==> src/rtl/otg_rs_pkg.sv <==
package otg_rs_pkg;
  typedef enum logic [2:0] {
    RS_IDLE     = 3'd0,
    RS_DEV      = 3'd1,
    RS_HOST_DEF = 3'd2,
    RS_NEG_WAIT = 3'd3,
    RS_NEG_RST  = 3'd4,
    RS_HOST     = 3'd5
  } rs_state_t;
endpackage

==> src/rtl/otg_run_timer.sv <==
// Saturating run counter: hit fires in the LIMIT-th consecutive enabled cycle.
module otg_run_timer #(
  parameter int LIMIT = 16
) (
  input  logic clk,
  input  logic rst_n,
  input  logic en,
  input  logic clr,
  output logic hit
);
  localparam int CW = $clog2(LIMIT + 1);
  localparam logic [CW-1:0] LIM    = CW'(LIMIT);
  localparam logic [CW-1:0] LIM_M1 = CW'(LIMIT - 1);

  logic [CW-1:0] cnt_q, cnt_d;
  logic          cnt_en;

  always_comb begin
    cnt_d  = cnt_q;
    cnt_en = 1'b0;
    if (clr) begin
      cnt_d  = '0;
      cnt_en = 1'b1;
    end else if (en && (cnt_q != LIM)) begin
      cnt_d  = cnt_q + 1'b1;
      cnt_en = 1'b1;
    end
  end

  always_ff @(posedge clk or negedge rst_n) begin
    if (!rst_n)      cnt_q <= '0;
    else if (cnt_en) cnt_q <= cnt_d;
  end

  assign hit = en && !clr && (cnt_q == LIM_M1);
endmodule

==> src/rtl/otg_neg_fsm.sv <==
module otg_neg_fsm
  import otg_rs_pkg::*;
(
  input  logic      clk,
  input  logic      rst_n,
  input  logic      id_pin,
  input  logic      sess_set,
  input  logic      sess_clr,
  input  logic      hreq_set,
  input  logic      rst_clr,
  input  logic      remote_pu,
  input  logic      susp_hit,
  input  logic      tmo_hit,
  output rs_state_t state_o,
  output logic      hreq_o,
  output logic      conn_irq_o,
  output logic      neg_fail_o
);
  rs_state_t st_q, st_d;
  logic      hreq_q, hreq_d;
  logic      irq_q, irq_d;
  logic      fail_q, fail_d;

  always_comb begin
    st_d   = st_q;
    hreq_d = hreq_q;
    irq_d  = 1'b0;
    fail_d = 1'b0;
    if (hreq_set && ((st_q != RS_IDLE) || sess_set)) hreq_d = 1'b1;
    case (st_q)
      RS_IDLE:     if (sess_set) st_d = id_pin ? RS_DEV : RS_HOST_DEF;
      RS_DEV:      if (susp_hit && hreq_q) st_d = RS_NEG_WAIT;
      RS_NEG_WAIT: begin
        if (remote_pu) begin
          st_d  = RS_NEG_RST;
          irq_d = 1'b1;
        end else if (tmo_hit) begin
          st_d   = RS_DEV;
          fail_d = 1'b1;
          hreq_d = 1'b0;
        end
      end
      RS_NEG_RST:  if (rst_clr) st_d = RS_HOST;
      default:     ;
    endcase
    // session teardown overrides every other event
    if (sess_clr) begin
      st_d   = RS_IDLE;
      hreq_d = 1'b0;
      irq_d  = 1'b0;
      fail_d = 1'b0;
    end
  end

  always_ff @(posedge clk or negedge rst_n) begin
    if (!rst_n) begin
      st_q   <= RS_IDLE;
      hreq_q <= 1'b0;
      irq_q  <= 1'b0;
      fail_q <= 1'b0;
    end else begin
      st_q   <= st_d;
      hreq_q <= hreq_d;
      irq_q  <= irq_d;
      fail_q <= fail_d;
    end
  end

  assign state_o    = st_q;
  assign hreq_o     = hreq_q;
  assign conn_irq_o = irq_q;
  assign neg_fail_o = fail_q;
endmodule

==> src/rtl/otg_role_switch.sv <==
module otg_role_switch
  import otg_rs_pkg::*;
#(
  parameter int SUSP_CYCLES  = 3000,
  parameter int CONN_TIMEOUT = 100000
) (
  input  logic clk,
  input  logic rst_n,
  input  logic id_pin,
  input  logic sess_set,
  input  logic sess_clr,
  input  logic hreq_set,
  input  logic rst_clr,
  input  logic line_j,
  input  logic remote_pu,
  output logic session,
  output logic host_mode,
  output logic pullup_en,
  output logic hreq,
  output logic bus_reset,
  output logic conn_irq,
  output logic neg_fail
);
  rs_state_t state;
  logic      susp_hit, tmo_hit;
  logic      j_run, in_wait;

  assign j_run   = line_j && session;
  assign in_wait = (state == RS_NEG_WAIT);

  otg_run_timer #(.LIMIT(SUSP_CYCLES)) susp_tmr_i (
    .clk(clk), .rst_n(rst_n), .en(j_run), .clr(!j_run), .hit(susp_hit)
  );

  otg_run_timer #(.LIMIT(CONN_TIMEOUT)) conn_tmr_i (
    .clk(clk), .rst_n(rst_n), .en(in_wait), .clr(!in_wait), .hit(tmo_hit)
  );

  otg_neg_fsm fsm_i (
    .clk(clk), .rst_n(rst_n), .id_pin(id_pin), .sess_set(sess_set),
    .sess_clr(sess_clr), .hreq_set(hreq_set), .rst_clr(rst_clr),
    .remote_pu(remote_pu), .susp_hit(susp_hit), .tmo_hit(tmo_hit),
    .state_o(state), .hreq_o(hreq), .conn_irq_o(conn_irq),
    .neg_fail_o(neg_fail)
  );

  assign session   = (state != RS_IDLE);
  assign host_mode = (state == RS_HOST_DEF) || (state == RS_NEG_WAIT) ||
                     (state == RS_NEG_RST)  || (state == RS_HOST);
  assign pullup_en = (state == RS_DEV);
  assign bus_reset = (state == RS_NEG_RST);
endmodule

==> config.mk <==
export PLATFORM = sky130hd
export DESIGN_NAME = otg_role_switch
export DESIGN_NICKNAME = d
export VERILOG_FILES = /design/src/rtl/otg_rs_pkg.sv /design/src/rtl/otg_run_timer.sv /design/src/rtl/otg_neg_fsm.sv /design/src/rtl/otg_role_switch.sv
export SDC_FILE = /design/constraint.sdc
export NUM_CORES = 1
export LEC_CHECK = 0
export ABC_AREA = 1
export BUFFER_PORTS_ARGS = -buffer_cell sky130_fd_sc_hd__buf_2
export CORE_AREA = 2 2 64 66
export CTS_BUF_LIST = sky130_fd_sc_hd__clkbuf_4
export CTS_CLUSTER_DIAMETER = 80
export DETAILED_ROUTE_END_ITERATION = 16
export DIE_AREA = 0 0 66 68
export PLACE_DENSITY_LB_ADDON = 0.05
export SLEW_MARGIN = 20
export SYNTH_ARGS = -nofsm -noshare
export SYNTH_HDL_FRONTEND = slang
export SYNTH_SLANG_ARGS = --single-unit
==> constraint.sdc <==
create_clock -name clk -period 1.34 [get_ports clk]
set_input_delay 0.134 -clock clk [delete_from_list [all_inputs] [get_ports clk]]
set_output_delay 0.134 -clock clk [all_outputs]
set_load 0.02 [all_outputs]
==> flow_summary.json <==
{
  "die_h_um": 68,
  "io_buffers": 15,
  "slew-limit-headroom": 0.7272,
  "p_sw_mw": 1.134,
  "worstPathCellList": "ha_2 -> nand2_2 -> nor2_4 -> nand3_4 -> nor2_4 -> nand3b_1 -> xor2_1 -> nor2_1",
  "row_count": 23,
  "layoutNonFillerInstCount": 387,
  "dp.cells": 358,
  "yosys.area.top_type": "dfrtp_1",
  "cts_root_buf": "clkbuf_4",
  "stdcell_area_um2": 2912,
  "syn_area_um2": 2019,
  "hold_path_depth": 3,
  "synthCells": 261,
  "wl_per_cell_um": 11.83,
  "fin_crit_sh": 1.106,
  "n_fill_cell": 285,
  "ir_worst_vdd_v": 0.0005598,
  "critical_path_class": "register to register",
  "num_io_pins": 16,
  "chipWidth_um": 66,
  "diodes": 0,
  "reg2reg_from": "conn_tmr_i.cnt_q[1]$_DFFE_PN0P_",
  "grt_pass1_wl_um": 7776,
  "crit_top_cell": "nor2_4",
  "setup_ws_ps": -142.4,
  "crit_start": "conn_tmr_i.cnt_q[1]$_DFFE_PN0P_",
  "fin_skew_ps": 6.792,
  "ys_seq_elements": 35,
  "fmax_mhz": 674.6,
  "synth_area_per_cell_um2": 7.737,
  "synthTopCellsByArea": "dfrtp_1 43%, nand2_1 8.2%, inv_1 7.4%",
  "p_sw_frac": 0.3698,
  "die_area_um2": 4488,
  "routed_wl_um": 4579,
  "grt_max_degree": 20,
  "synth-seq-area-share": 0.4337,
  "drc_errors": 0,
  "antenna_found_initial": 0,
  "cpPeakStageDelay_ps": 400,
  "synth-edff-count": 0,
  "cp.arrival_ps": 1720,
  "placed_area_um2": 2425,
  "fp.coreArea_um2": 3856,
  "netlist_top_cells_count": "44 x nand2_1, 40 x inv_1, 35 x dfrtp_1",
  "hold_viol": 0,
  "clk_pin_slew_ps": 100,
  "cp.required_ps": 1580,
  "hold_start": "remote_pu",
  "numCtsBuffers": 5,
  "period_needed_ps": 1482,
  "start_kind": "register",
  "p_per_area_nw_per_um2": 1054,
  "dr.pass1.iters": 4,
  "synth.most_common_cell": "nand2_1",
  "drive_gt1_frac": 0.4184,
  "clk_latency_ps": 350,
  "track_usage": 0.2280,
  "setup_violations": 17,
  "r2r_setup_slack_ps": -140,
  "seq_power_share": 0.390,
  "ys_async_sr_fraction": 1.000,
  "grt_overflow": 0,
  "rsz0062_at_grt": "yes",
  "p_comb_frac": 0.426,
  "critPathSlowestCell": "dfrtp_1",
  "drtIter0Drc": 92,
  "cts_tree": "done",
  "power.internal_mw": 1.934,
  "reg2reg_to": "conn_tmr_i.cnt_q[16]$_DFFE_PN0P_",
  "synth_top_area_frac": 0.4337,
  "htreeDepth": 2,
  "yosysWarnings": 0,
  "cts_max_path_buffers": 2,
  "gp_congestion": 0.8466,
  "via_per_inst": 4.941,
  "cp_top_family": "simple AND/OR/NAND/NOR gates",
  "fin_nets": 349,
  "hpwl_um": 3157,
  "finalMaxSlewViolations": 0,
  "num_vias": 1912,
  "synth_fp_nets": 274,
  "grt_pass1_vias": 1858,
  "p_clk_frac": 0.185,
  "synth-main-ff-cell": "dfrtp_1",
  "fin_util": 0.7550,
  "hold_class": "input pin to register",
  "hold_path_end": "fsm_i.conn_irq_o$_DFF_PN0_",
  "area_growth_pct": 44.18,
  "ant_nets": 0,
  "yosysUniqueCellTypes": 29,
  "reg2regPathDepth": 8,
  "status": "finished, violations left",
  "start_util": 0.5237,
  "max-cap-violations": 0,
  "leakagePower_nw": 1.364,
  "crit_fanout": 6,
  "critPathBufInv": 0,
  "crit_path_end_kind": "register",
  "worst_pin_slew_ps": 409.3,
  "violations": "setup timing",
  "cts_sinks": 35
}
-- state kept, by name, indices dropped and copies added, names as in the netlist --
| signal | count |
|---|---|
| susp_tmr_i.cnt_q | 12 |
| fsm_i.neg_fail_o | 1 |
| fsm_i.hreq_o | 1 |
| fsm_i.conn_irq_o | 1 |
| conn_tmr_i.cnt_q | 17 |
| fsm_i.state_o | 3 |
-- power by group through the flow --
stage	clock network (mW)	logic, mW	registers [mW]
2_1_floorplan	0	0.643	1.22
6_report	0.567	1.31	1.20
4_1_cts	0.599	1.19	1.19
5_1_grt	0.646	1.45	1.21
3_5_place_dp	0	0.963	1.21
3_3_place_gp	0	0.952	1.21
-- kinds of logic (layout without fill, tap and decap cells) --
logic type,count (synthesis),count (layout),share of synthesized area
fa+ha+maj,4,4,0.02478
flops,35,35,0.4337
compound gates,37,37,0.09976
xor+xnor,5,5,0.02168
mux,1,1,0.004957
buf+inv,46,122,0.08798
simple gates,133,133,0.3271
-- stage by stage --
step | setup TNS, ps | setup slack [ps] | hold slack (ps) | power [mW]
after detailed placement | -1153 | -162.2 | 92.91 | 2.178
after global routing | -3688 | -290.4 | 44.77 | 3.300
after CTS | -1555 | -144.9 | 24.18 | 2.979
after floorplan | -30.44 | -29.09 | -161.6 | 1.860
after global placement | -374.2 | -90.21 | 87.34 | 2.161
final | -1361 | -142.4 | 44.57 | 3.068
-- layout by cell type, fill, tap and decap left out, types with 2 or more instances in the layout --
| cell | count |
|---|---|
| nor3_1 | 9 |
| o21ai_0 | 9 |
| buf_6 | 9 |
| dfrtp_1 | 34 |
| nand3_2 | 8 |
| xor2_2 | 2 |
| buf_2 | 11 |
| nor2_4 | 13 |
| nand2_1 | 37 |
| nor3_2 | 2 |
| nor3_4 | 2 |
| nand2_2 | 11 |
| nand2_4 | 3 |
| inv_1 | 33 |
| nand3_1 | 11 |
| a21oi_1 | 13 |
| buf_12 | 2 |
| ha_2 | 2 |
| a21oi_2 | 4 |
| dlygate4sd3_1 | 2 |
| clkbuf_4 | 6 |
| clkinv_1 | 2 |
| inv_2 | 10 |
| nand4_1 | 6 |
| nor2_1 | 24 |
| nand3_4 | 3 |
| o21ai_1 | 5 |
| xor2_1 | 3 |
| buf_4 | 46 |
-- per-layer routing --
metal  vias to the layer above  global-route usage  routed length (um)
met4                         0             0.09694                  96
met2                        25              0.4028                2232
met5                         -                   0                   0
li1                        994                   -                   -
met1                       884              0.2685                2112
met3                         9             0.05099                 137
-- worst max-delay path by stage --
| stage | slack, ps | cells past startpoint | endpoint |
|---|---|---|---|
| after global routing | -290 | 7 | conn_tmr_i.cnt_q[8]$_DFFE_PN0P_ |
| after CTS | -140 | 8 | conn_tmr_i.cnt_q[16]$_DFFE_PN0P_ |
| final | -140 | 8 | conn_tmr_i.cnt_q[16]$_DFFE_PN0P_ |
| after global placement | -90 | 8 | conn_tmr_i.cnt_q[16]$_DFFE_PN0P_ |
| after detailed placement | -160 | 8 | conn_tmr_i.cnt_q[16]$_DFFE_PN0P_ |
| after floorplan | -30 | 8 | conn_tmr_i.cnt_q[16]$_DFFE_PN0P_ |
-- worst register-to-register path, cell delays in order, from the launching register on --
cell and delay, ps:
dfrtp_1 400, ha_2 210, nand2_2 80, nor2_4 150
nand3_4 130, nor2_4 130, nand3b_1 100, xor2_1 140
nor2_1 50
-- cell type report --
| class | count | area [um^2] | area share |
|---|---|---|---|
| clock inverter | 2 | 7.507 | 0.002578 |
| tap | 50 | 62.56 | 0.02149 |
| multi-input combinational | 180 | 1190 | 0.4087 |
| inverter | 44 | 167.7 | 0.05758 |
| clock buffer | 6 | 45.04 | 0.01547 |
| timing repair buffer | 70 | 561.8 | 0.1930 |
| sequential | 35 | 877.1 | 0.3012 |
-- repair_timing --
item / CTS / global route
pin swaps: 26 / 20
setup endpoints to repair: 20 / 34
hold endpoints to repair: 17 / 0
hold buffers: 2 / 0
resized for setup: 42 / 33
setup buffers: 15 / 5
Note: power is estimated with default switching activity, not from simulation.
